### config.mk
export PLATFORM = sky130hd
export DESIGN_NAME = sar_conv_sequencer
export DESIGN_NICKNAME = d
export VERILOG_FILES = /design/src/rtl/sar_seq_pkg.sv /design/src/rtl/sar_seq_timer.sv /design/src/rtl/sar_seq_resolve.sv /design/src/rtl/sar_seq_frame.sv /design/src/rtl/sar_conv_sequencer.sv
export SDC_FILE = /design/constraint.sdc
export NUM_CORES = 1
export LEC_CHECK = 0
export ABC_CLOCK_PERIOD_IN_PS = 1600
export BUFFER_PORTS_ARGS = -buffer_cell sky130_fd_sc_hd__clkbuf_2
export CORE_UTILIZATION = 53
export CTS_BUF_LIST = sky130_fd_sc_hd__clkbuf_8
export CTS_CLUSTER_SIZE = 10
export DETAILED_ROUTE_END_ITERATION = 6
export GPL_TIMING_DRIVEN = 0
export PLACE_DENSITY = 0.79
export SLEW_MARGIN = 20
export SYNTH_ARGS = -nofsm -noshare
export SYNTH_HDL_FRONTEND = slang
export SYNTH_SLANG_ARGS = --single-unit
### constraint.sdc
create_clock -name clk -period 1.6 [get_ports clk]
set_input_delay 0.08 -clock clk [delete_from_list [all_inputs] [get_ports clk]]
set_output_delay 0.08 -clock clk [all_outputs]
set_load 0.02 [all_outputs]
### src/rtl/sar_seq_pkg.sv
package sar_seq_pkg;
  typedef enum logic [1:0] {
    PH_IDLE = 2'd0,
    PH_WAIT = 2'd1,
    PH_CONV = 2'd2,
    PH_ACQ  = 2'd3
  } phase_e;
endpackage

### src/rtl/sar_seq_timer.sv
module sar_seq_timer
  import sar_seq_pkg::*;
#(
  parameter int RES_W      = 14,
  parameter int CONV_HALF  = 37,
  parameter int MISS_EXTRA = 2,
  parameter int ACQ_HALF   = 4,
  parameter int CTRL_W     = 8,
  parameter int START_BIT  = 0
) (
  input  logic              clk,
  input  logic              rst,
  input  logic              conv_start,
  input  logic              reg_wr,
  input  logic [CTRL_W-1:0] reg_wdata,
  input  logic              setup_miss,
  output logic              mclk,
  output logic              busy,
  output logic              hold,
  output logic              acq,
  output logic              conv_begin,
  output logic              capture,
  output logic              finish
);
  localparam int CNT_W = $clog2(CONV_HALF + MISS_EXTRA + 1);
  localparam int ACQ_W = $clog2(ACQ_HALF + 1);
  localparam logic [CNT_W-1:0] LAST_OK   = CNT_W'(CONV_HALF - 1);
  localparam logic [CNT_W-1:0] LAST_MISS = CNT_W'(CONV_HALF + MISS_EXTRA - 1);
  localparam logic [CNT_W-1:0] CAP_LIM   = CNT_W'(2 * RES_W);
  localparam logic [ACQ_W-1:0] ACQ_LAST  = ACQ_W'(ACQ_HALF - 1);

  phase_e           state;
  logic             mph;
  logic             start_q;
  logic             miss_q;
  logic [CNT_W-1:0] el;
  logic [ACQ_W-1:0] acq_cnt;
  logic             start_evt;

  assign start_evt  = (conv_start & ~start_q) | (reg_wr & reg_wdata[START_BIT]);
  assign conv_begin = (state == PH_WAIT) && mph;
  assign capture    = (state == PH_CONV) && el[0] && (el < CAP_LIM);
  assign finish     = (state == PH_CONV) && (el == (miss_q ? LAST_MISS : LAST_OK));

  always_ff @(posedge clk) begin
    if (rst) begin
      state   <= PH_IDLE;
      mph     <= 1'b0;
      start_q <= 1'b0;
      miss_q  <= 1'b0;
      el      <= '0;
      acq_cnt <= '0;
    end else begin
      mph     <= ~mph;
      start_q <= conv_start;
      unique case (state)
        PH_IDLE: if (start_evt) begin
          state  <= PH_WAIT;
          miss_q <= setup_miss;
        end
        PH_WAIT: if (mph) begin
          state <= PH_CONV;
          el    <= '0;
        end
        PH_CONV: if (finish) begin
          state   <= PH_ACQ;
          acq_cnt <= '0;
        end else begin
          el <= el + 1'b1;
        end
        PH_ACQ: if (acq_cnt == ACQ_LAST) begin
          if (start_evt) begin
            state  <= PH_WAIT;
            miss_q <= setup_miss;
          end else begin
            state <= PH_IDLE;
          end
        end else begin
          acq_cnt <= acq_cnt + 1'b1;
        end
        default: state <= PH_IDLE;
      endcase
    end
  end

  assign mclk = mph;
  assign busy = (state == PH_WAIT) || (state == PH_CONV);
  assign hold = busy;
  assign acq  = (state == PH_ACQ);

  p_acq_follows_busy_r5: assert property (@(posedge clk) disable iff (rst)
    $fell(busy) |-> acq);
  p_busy_acq_excl_r5: assert property (@(posedge clk) disable iff (rst)
    !(busy && acq));
  p_mclk_toggle_r3: assert property (@(posedge clk) disable iff (rst)
    !rst |=> (mclk != $past(mclk)));
  p_busy_ends_in_acq_r4: assert property (@(posedge clk) disable iff (rst)
    finish |=> (acq && !busy));
endmodule

### src/rtl/sar_seq_resolve.sv
module sar_seq_resolve #(
  parameter int RES_W = 14
) (
  input  logic             clk,
  input  logic             rst,
  input  logic             conv_begin,
  input  logic             capture,
  input  logic             finish,
  input  logic             cmp_bit,
  output logic [RES_W-1:0] trial,
  output logic [RES_W-1:0] code,
  output logic [RES_W-1:0] result
);
  localparam int IDX_W = $clog2(RES_W + 1);
  localparam logic [RES_W-1:0] TOP_ONE = {1'b1, {(RES_W-1){1'b0}}};

  logic [RES_W-1:0] sar;
  logic [IDX_W-1:0] idx;
  logic [RES_W-1:0] probe;

  assign probe = TOP_ONE >> idx;
  assign trial = sar | probe;
  assign code  = sar;

  always_ff @(posedge clk) begin
    if (rst) begin
      sar    <= '0;
      idx    <= '0;
      result <= '0;
    end else begin
      if (conv_begin) begin
        sar <= '0;
        idx <= '0;
      end else if (capture) begin
        if (cmp_bit) sar <= trial;
        idx <= idx + 1'b1;
      end
      if (finish) result <= sar;
    end
  end

  p_result_stable_r6: assert property (@(posedge clk) disable iff (rst)
    !finish |=> $stable(result));
endmodule

### src/rtl/sar_seq_frame.sv
module sar_seq_frame #(
  parameter int RES_W   = 14,
  parameter int FRAME_W = 16
) (
  input  logic             clk,
  input  logic             rst,
  input  logic             load,
  input  logic [RES_W-1:0] load_data,
  input  logic             ready,
  output logic             valid,
  output logic             sdata
);
  localparam int FC_W = $clog2(FRAME_W);
  localparam logic [FC_W-1:0] FC_LAST = FC_W'(FRAME_W - 1);

  logic [FRAME_W-1:0] shreg;
  logic [FC_W-1:0]    fcnt;

  always_ff @(posedge clk) begin
    if (rst) begin
      shreg <= '0;
      fcnt  <= '0;
      valid <= 1'b0;
    end else if (load) begin
      shreg <= FRAME_W'(load_data);
      fcnt  <= '0;
      valid <= 1'b1;
    end else if (valid && ready) begin
      if (fcnt == FC_LAST) begin
        valid <= 1'b0;
        shreg <= '0;
      end else begin
        shreg <= shreg << 1;
        fcnt  <= fcnt + 1'b1;
      end
    end
  end

  assign sdata = valid & shreg[FRAME_W-1];

  p_stall_hold_r8: assert property (@(posedge clk) disable iff (rst)
    (valid && !ready && !load) |=> (valid && $stable(sdata)));
  p_lead_zero_r7: assert property (@(posedge clk) disable iff (rst)
    $rose(valid) |-> !sdata);
endmodule

### src/rtl/sar_conv_sequencer.sv
module sar_conv_sequencer #(
  parameter int RES_W      = 14,
  parameter int FRAME_W    = 16,
  parameter int CONV_HALF  = 37,
  parameter int MISS_EXTRA = 2,
  parameter int ACQ_HALF   = 4,
  parameter int CTRL_W     = 8,
  parameter int START_BIT  = 0
) (
  input  logic              clk,
  input  logic              rst,
  input  logic              conv_start,
  input  logic              reg_wr,
  input  logic [CTRL_W-1:0] reg_wdata,
  input  logic              setup_miss,
  input  logic              cmp_bit,
  output logic              mclk,
  output logic              busy,
  output logic              hold,
  output logic              acq,
  output logic [RES_W-1:0]  dac_trial,
  output logic [RES_W-1:0]  result,
  output logic              ser_valid,
  input  logic              ser_ready,
  output logic              ser_data
);
  logic             conv_begin;
  logic             capture;
  logic             finish;
  logic [RES_W-1:0] code;

  sar_seq_timer #(
    .RES_W(RES_W), .CONV_HALF(CONV_HALF), .MISS_EXTRA(MISS_EXTRA),
    .ACQ_HALF(ACQ_HALF), .CTRL_W(CTRL_W), .START_BIT(START_BIT)
  ) u_timer (
    .clk(clk), .rst(rst), .conv_start(conv_start), .reg_wr(reg_wr),
    .reg_wdata(reg_wdata), .setup_miss(setup_miss), .mclk(mclk),
    .busy(busy), .hold(hold), .acq(acq), .conv_begin(conv_begin),
    .capture(capture), .finish(finish)
  );

  sar_seq_resolve #(.RES_W(RES_W)) u_resolve (
    .clk(clk), .rst(rst), .conv_begin(conv_begin), .capture(capture),
    .finish(finish), .cmp_bit(cmp_bit), .trial(dac_trial), .code(code),
    .result(result)
  );

  sar_seq_frame #(.RES_W(RES_W), .FRAME_W(FRAME_W)) u_frame (
    .clk(clk), .rst(rst), .load(finish), .load_data(code),
    .ready(ser_ready), .valid(ser_valid), .sdata(ser_data)
  );
endmodule

=== After elaboration in Yosys (flattened, before gate mapping) ===
Cells that the tools add are included.

* Output and inout bits: 34
* Register bits after elaboration: 67
* Input bits: 15

* Bitwise logic cells: 8
* Muxes and demuxes: 22
* Order comparisons: 1
* Shift operators: 1
* Reductions and logical operators: 21
* Add/subtract/negate cells: 4
* Eq/ne operators: 12

{| class="wikitable"
|+ Operators with widths
! cell !! number
|-
| $mux 14 || 2
|-
| $mux 16 || 1
|-
| $or 14x14->14 || 1
|-
| $shr 14x4->14 const A || 1
|-
| $mux 6 || 2
|-
| $pmux 6 s2 || 1
|-
| $mux 2 || 5
|-
| $reduce_bool 2->1 || 5
|-
| $add 4x1->4 const B || 2
|-
| $pmux 2 s4 || 1
|-
| $reduce_and 2->1 || 4
|-
| $add 6x1->6 const B || 1
|-
| $eq 6x6->1 || 1
|-
| $lt 6x5->1 const B || 1
|-
| $mux 1 || 6
|-
| $mux 3 || 2
|-
| $ne 2x1->1 const B || 3
|-
| $ne 2x2->1 const B || 3
|-
| $pmux 3 s2 || 1
|-
| $reduce_and 3->1 || 2
|-
| $logic_and 1x1->1 || 5
|-
| $eq 2x2->1 const B || 2
|-
| $eq 4x4->1 const B || 1
|-
| $reduce_and 4->1 || 1
|-
| other kinds (10) || 15
|}

=== Logic depth before layout (Yosys ltp) ===
Gate-level depths: netlist of run 1.

* Depth in word-level cells: 6
* Mapped depth: 8
* Depth with buffers taken out: 6

=== Hierarchy ===
Synthesis of run 1 repeated with hierarchy kept, for this count alone.

* Cells, all modules: 357
* Area, all modules: 3,360.7 um^2

{| class="wikitable"
|+ Modules (own cells, without submodules)
! module !! area an instance (um^2) !! instances !! cells each
|-
| sar_seq_resolve || 1,415.1 || 1 || 136
|-
| sar_seq_frame || 1,017.2 || 1 || 116
|-
| sar_seq_timer || 928.4 || 1 || 105
|}

=== Least setup slack after synthesis of run 1 ===
OpenSTA, ideal clock, no wires.

* Kind: register to register
* Start point: register u_timer.state[1]
* End point: register u_timer.state[0]
* Buffers on the path: 0
* Data required time: 1.508 ns
* Period minus slack after synthesis: 1.779 ns
* Arrival time: 1.687 ns
* Slack: -0.179 ns
* Cell stages (with the launch flop): 7
* Path through: dfxtp_1 inv_1 ha_1 nor2b_1 a311o_1 a311o_1 o32ai_1

* Longest elaborated chain between the ends: 4

{| class="wikitable"
|+ RTL lines
! what !! RTL line !! RTL
|-
| start: declaration || sar_seq_timer.sv:32 || <nowiki>phase_e state;</nowiki>
|-
| start signal: assignment || sar_seq_timer.sv:47 || <nowiki>state <= PH_IDLE;</nowiki>
|-
| start signal: assignment || sar_seq_timer.sv:58 || <nowiki>state <= PH_WAIT;</nowiki>
|-
| start signal: assignment || sar_seq_timer.sv:62 || <nowiki>state <= PH_CONV;</nowiki>
|-
| $eq 2x2->1 || sar_seq_timer.sv:43, sar_seq_timer.sv:56 ||
|-
| $logic_and 1x1->1 || sar_seq_timer.sv:43 || <nowiki>assign finish = (state == PH_CONV) && (el == (miss_q ? LAST_MISS : LAST_OK));</nowiki>
|-
| $ne 2x2->1 (no line) || - ||
|-
| $reduce_and 4->1 (no line) || - ||
|}

Several ways; a longest one is shown, not always the timed one.
A chain may end at the register's enable or synchronous reset.

=== Final worst setup path of run 1 ===
* Start point: register u_timer.state[1]
* End point: register u_resolve.sar[3], in the netlist u_resolve.code[3]

* Longest elaborated chain between the ends: 4

{| class="wikitable"
|+ RTL lines
! what !! RTL line !! RTL
|-
| $eq 2x2->1 || sar_seq_timer.sv:42 || <nowiki>assign capture = (state == PH_CONV) && el[0] && (el < CAP_LIM);</nowiki>
|-
| $logic_and 1x1->1 (2 in series) || sar_seq_timer.sv:42 ||
|-
| $reduce_and 2->1 (no line) || - ||
|-
| end signal: assignment || sar_seq_resolve.sv:35 || <nowiki>if (cmp_bit) sar <= trial;</nowiki>
|-
| end: declaration || sar_seq_resolve.sv:17 || <nowiki>logic [RES_W-1:0] sar;</nowiki>
|}

Several ways; a longest one is shown, not always the timed one.

==> results.md, run 1 <==
- Worst-path maximum fanout: 5
- Synth cell types: 51
- Layout cells sized above 1: 43.9%
- Adder-Cell Fraction of Synth Area: about 6.2%
- CTS root buf: clkbuf_8
- Die height: 77.6 um
- Startpoint Class: register
- Fraction of registers with async set/reset: 0%
- Filler cells: 327
- Fin. Hold Viols: 0
- Layout Cells excl Fill: between 500 and 600
- TritonCTS clock tree: yes
- Core Rows: 27
- Total number of yosys warnings: 0
- Vias/cell: 6.05
- Initial antenna violation count: 0
- Worst-Margin Slew: ~700 ps
- Die width: 77.6 um
- Initial DRC count: 158
- Post-Synth XOR/XNOR Area: about 1.7%
- Area Growth Syn to Fin: 42.3%
- Worst-Skew Late Latency: 370 ps
- Failing checks: setup timing
- Fmax: 558 MHz
- Commonest cells after routing, fill and taps aside: 58 x dfxtp_1, 42 x clkbuf_2, 33 x nand3_1, 29 x nand2_1, 22 x buf_4
- Arrival @ worst endpoint: between 2000 and 2500 ps
- Slew Limit Fails: 0
- Run status: finished, violations left
- Tmin final: about 1800 ps
- Synthesized cell area: between 3000 and 4000 um^2
- Post-synthesis mux area share: between 1 and 1.5%
- NumNets Final: 460
- Hold_ws: 49.7 ps
- Post-synth top flop: dfxtp_1
- Num ports: 49
- HPWL Detailed: 5070 um
- Worst Hold Class: in2reg
- Routed WL per cell: roughly 18 um
- Seq/Total Area, Yosys: 44.3%
- Post-route ant nets: 0
- Compound-gate portion of the synthesized area: 17.1%
- LEAKAGE: about 1.8 nW
- Peak supply drop: 0.729 mV
- CTS Sinks: 67
- Buffers from clock root to sink, at most: 2
- Post-route cell area: 4310 um^2
- Initial Utilization: 55.0%
- Rel. slew slack: 53.9%
- Multi-input gate area: 1990 um^2
- Total Routed Length: 9290 um
- RSZ-0062 raised after global routing: true
- Area share of and/or/nand/nor cells after synthesis: 25.4%
- Largest family of logic cells by synthesized area: simple AND/OR/NAND/NOR gates
- Drt pass-1 iters: 5
- H-Tree Depth: 3
- Max Clock Skew: 16.0 ps
- Vias in the first global route: 2,567
- Largest net degree at the start of global routing: 13
- Setup crit end kind: register
- Fin crit share: 112%
- Mean post-synth cell area: approximately 8.8 um^2
- PwrDens: 925 nW/um^2
- Number of CTS-inserted buffers: 9
- First-pass GRT wire length: 12,100 um
- Setup TNS: -3330 ps
- Setup WS pre-CTS: -232 ps
- Leading cell types by total area after synthesis: dfxtp_1 44%, ha_1 6.2%, nand3_1 5.6%, nand2_1 5.0%, a21oi_1 4.5%
- GRT overflow: 0
- Post-DP Area: 3390 um^2
- Gpl congestion: 0.865
- Max-cap violations: 0
- # port buffers: about 40
- Register bit total from synthesis: 67
- # setup viols final: 45
- Post-synth top area cell: dfxtp_1
- Number of remaining DRC errors: 0
- Die Area: 6020 um^2
- Placed cell count: 459
- Register area: 1360 um^2
- Post-Syn Instances: 346
- Critical path data required time: 1870 ps
- Core area: ~5500 um^2
- Most common cell after layout, fill and taps aside: dfxtp_1
- Crit path kind: reg2reg
- Tot GR Track Use: 25.8%
- Share of the synthesized area in the top cell type: between 40 and 50%
- DR vias: 3,067
- EDFF count, synth: 0
- Diode count: 0
- Post-synthesis net count: 376
- Reg clk slew, reported paths: 90 ps
- Final WS setup: -193 ps
- Internal reg-to-reg setup slack: -190 ps
flip-flops by register name, summed over array words and instances, names as in the netlist:
| register | count |
|---|---|
| u_timer.el | 6 |
| u_timer.miss_q | 1 |
| u_resolve.result | 14 |
| u_timer.acq_cnt | 3 |
| u_frame.shreg | 16 |
| u_resolve.idx | 4 |
| u_timer.start_q | 1 |
| u_timer.state | 2 |
| u_timer.mclk | 1 |
| u_frame.valid | 1 |
| u_resolve.code | 14 |
| u_frame.fcnt | 4 |
area by class of cell:
class / instances / area share (%)
timing repair buffer: 74 / 11.9
multi-input combinational: 251 / 46.1
sequential: 67 / 31.6
clock buffer: 10 / 3.19
tap: 72 / 2.09
clock inverter: 6 / 0.929
buffer: 17 / 3.25
inverter: 10 / 0.987
worst max-delay path: stages, from the launching register on:
cell	delay, ps
dfxtp_4	400
buf_6	110
ha_4	130
buf_6	110
nand3b_1	140
nor3b_4	350
buf_6	180
nor2_1	50
nor3b_1	230
per-layer routing:
metal | global-route usage, % | routed length [um] | vias up
met5 | 0 | 0 | -
met1 | 32.8 | 3780 | 1485
li1 | - | - | 1405
met2 | 41.9 | 4690 | 150
met3 | 4.71 | 549 | 27
met4 | 12.8 | 271 | 0
where the power goes:
part	leakage (nW)	switching (mW)	internal (mW)	total, mW
Combinational	1.17	0.473	0.426	0.898
Sequential	0.546	0.0722	1.70	1.78
Clock	0.0886	0.713	0.602	1.31
synth_stat cells, types with 4 or more instances:
cell      instances
nand2_1          40
xnor2_1           4
a31oi_1          14
dfxtp_1          67
ha_1             15
buf_2             5
nor3b_1          14
a21oi_1          27
clkbuf_1         11
inv_1            10
o21ai_0           6
nor2_1           31
a21o_1           13
nand3_1          34
nand2b_1          4
worst paths after layout:
| path | endpoint | cells past startpoint | from |
|---|---|---|---|
| setup reg to reg | u_resolve.code[3] | 8 | u_timer.state[1] |
| hold / removal | u_frame.valid | 4 | ser_ready |
| hold reg to reg | u_resolve.result[7] | 2 | u_resolve.result[7] |
| setup / recovery | u_resolve.code[3] | 8 | u_timer.state[1] |
repair_timing:
item	4_1_cts	5_1_grt
gates resized for setup	31	112
hold buffers	2	0
endpoints found under the hold margin	2	0
setup endpoints to repair	59	61
pin swaps	7	27
cloned	2	3
buffers inserted	13	15
metrics by stage:
step / util [%] / total power, mW
after floorplan: - / 2.22
after global placement: 61.6 / 2.33
after detailed placement: 61.6 / 2.36
after CTS: 68.8 / 3.74
after global routing: 78.3 / 4.11
final: 78.3 / 3.99
cell families after synthesis:
logic type	Yosys count
AND/OR/NAND/NOR	147
AO/OA/AOI/OAI	79
flip-flops	67
buffers and inverters	29
adder cells (fa/ha/maj)	15
XOR/XNOR	5
multiplexers	4
(Power assumes the default switching activity.)
==> run 2, diff against run 1 <==
ABC_AREA = 1   (was unset)
PLACE_DENSITY = 0.78   (was 0.79)
RECOVER_POWER = 100   (was unset)
==> results.md, run 2 <==
- Arrival @ worst endpoint: ~1500 ps
- Num ports: 49
- # setup viols final: 1
- Worst-Margin Slew: 582 ps
- Run status: finished, violations left
- Worst Hold Class: in2reg
- PwrDens: 1190 nW/um^2
- Synth cell count leaders: 103 x nand2_1, 67 x dfxtp_1, 66 x nor2_1, 55 x inv_1, 46 x a21oi_1
- Gpl congestion: just under 1
- GRT Max-Usage Layer: met2
- Post-synth top flop: dfxtp_1
- Design Power: ~4.6 mW
- Fin crit share: 101%
- Number of CTS-inserted buffers: 9
- Number of remaining DRC errors: 0
- Final WS setup: -21.1 ps
- Failing checks: setup timing
- Post-Syn Instances: 460
- Synth cell types: 31
- Die width: 80.0 um
- CP max stage cell: dfxtp_1
- M3 GR Usage: 7.09%
- Slew Limit Fails: 0
- GR Util met2: around two fifths
- Post-route ant nets: 0
- FF-to-FF Start: u_timer.state[0]
- Worst-Skew Late Latency: 350 ps
- Post-route cell area: 3890 um^2
- HP Start: setup_miss
- Register with the most flip-flops: u_frame.shreg
- Initial antenna violation count: 0
- Top-count cell post-synth: nand2_1
- Rel. slew slack: 61.2%
- Initial DRC count: 172
- Setup crit end kind: primary output
- Critical path data required time: 1520 ps
- Hold depth: 3
- Fmax: 617 MHz
- Largest stage delay, worst path: 490 ps
- Layout cells sized above 1: between 10% and 20%
- Internal reg-to-reg setup slack: 30 ps
- Vias/cell: between 5 and 6
- Die Area: approximately 6400 um^2
- RSZ-0062 raised after global routing: true
- # port buffers: 40
- GRT overflow: 0
- Total number of yosys warnings: 0
- Routed WL per cell: 12.4 um
- Hold endpoint: u_timer.miss_q
- Met1 Usage GRT: 31.2%
- Most common cell after layout, fill and taps aside: nand2_1
- LEAKAGE: around 1.6 nW
- Peak supply drop: 0.997 mV
- Initial Utilization: 54.8%
- Core area: 5890 um^2
- Max Clock Skew: 8.32 ps
- Startpoint Class: register
- Total Routed Length: 7460 um
- Fin. Hold Viols: 0
- Seq/Total Area, Yosys: between 40% and 50%
- FF-to-FF path depth: 8
- Share of the synthesized area in the top cell type: 41.6%
- Mean post-synth cell area: 7.01 um^2
- Drt pass-1 iters: 7
- Tot GR Track Use: 24.7%
- Buffers from clock root to sink, at most: 2
- Diode count: 0
- Post-synth top area cell: dfxtp_1
- HPWL Detailed: 5370 um
- CTS root buf: clkbuf_8
- Max-cap violations: 0
- Leading cell types by total area after synthesis: dfxtp_1 42%, nand2_1 12%, nor2_1 7.7%, a21oi_1 7.1%, inv_1 6.4%
- Fraction of registers with async set/reset: 0%
- Crit-path cells: inv_1 > o21ai_0 > clkbuf_2
- CTS Sinks: 67
- Commonest cells after routing, fill and taps aside: 101 x nand2_1, 66 x nor2_1, 59 x dfxtp_1, 53 x inv_1, 46 x a21oi_1
- First-pass GRT wire length: 12,100 um
- Reg-to-Reg End: u_timer.el[4]
- Die height: around 80 um
- TritonCTS clock tree: yes
- Largest net degree at the start of global routing: 12
- Core Rows: 28
- Crit path kind: reg2out
- Tmin final: between 1500 and 2000 ps
- Buffers and inverters on the worst path: 2
- Delay-heaviest family, CP: flip-flops
- Synthesized cell area: 3230 um^2
- Post-synthesis net count: a little under 500
- Reg clk slew, reported paths: ~70 ps
- Filler cells: 525
- Post-DP Area: roughly 3500 um^2
- EDFF count, synth: 0
- Area Growth Syn to Fin: 20.6%
- Worst-path maximum fanout: 9
- Number of flip-flops in the largest register: 16
- Vias in the first global route: 2,723
- DR vias: 3,100
- H-Tree Depth: 3
- Register bit total from synthesis: between 60 and 70
- NumNets Final: about 550
[run 2: worst max-delay path by stage]
stage	endpoint	slack (ps)	startpoint	cells past startpoint
after floorplan	u_resolve.code[10]	70	u_timer.state[0]	8
after global placement	u_resolve.code[5]	-160	u_timer.state[0]	8
after detailed placement	u_resolve.code[10]	-200	u_timer.state[0]	8
after CTS	u_resolve.code[6]	2	u_timer.state[0]	8
after global routing	dac_trial[11]	-70	u_resolve.idx[0]	5
final	dac_trial[5]	-20	u_resolve.idx[3]	3
[run 2: kinds of logic (layout without fill, tap and decap cells)]
family,after synthesis,after routing,synth area share [%]
buf+inv,78,142,10.2
fa+ha+maj,15,15,5.82
flops,67,67,41.6
simple gates,228,228,30.5
xor+xnor,2,2,0.543
compound gates,70,70,11.3
[run 2: area by class of cell]
cell class | instances | area [um^2] | area share (%)
timing repair buffer | 48 | 250 | 6.43
inverter | 60 | 225 | 5.79
tap | 75 | 93.8 | 2.41
clock inverter | 5 | 76.3 | 1.96
clock buffer | 11 | 151 | 3.89
buffer | 18 | 121 | 3.12
multi-input combinational | 315 | 1620 | 41.7
sequential | 67 | 1350 | 34.7
[run 2: timing repair]
item | CTS | global route
setup buffers | 0 | 7
hold endpoints to repair | 1 | 0
setup endpoints to repair | 44 | 54
hold buffers | 1 | 0
gates resized for setup | 22 | 42
pin swaps | 0 | 4
[run 2: layer usage]
layer / part of all wire, % / up-vias
met4: 1.8 / 0
met3: 4.6 / 16
met2: 47 / 64
met1: 47 / 1438
li1: - / 1582
met5: 0 / -
[run 2: report_power, final]
group,switching (mW),total [mW],internal (mW),leakage (nW)
Clock,0.649,1.60,0.954,0.117
Sequential,0.0963,1.86,1.77,0.545
Combinational,0.741,1.17,0.425,0.945
Total,1.49,4.63,3.15,1.61
[run 2: worst register-to-register path: stages (launching register included)]
cell     delay [ps]
dfxtp_2         380
inv_2            70
ha_1            230
buf_6           150
o21a_1          290
nand2_2         170
nand2_1          60
nand2_1          50
nor2_1           30
[run 2: stage by stage]
step	setup slack, ps	std cells	hold slack [ps]	TNS, ps	util (%)
after CTS	1.64	592	15.1	0	64.8
after detailed placement	-203	575	294	-4570	59.8
final	-21.1	599	15.8	-21.1	66.1
after floorplan	66.4	460	187	0	-
after global routing	-72.8	599	41.2	-1350	66.1
after global placement	-161	575	289	-2810	59.8
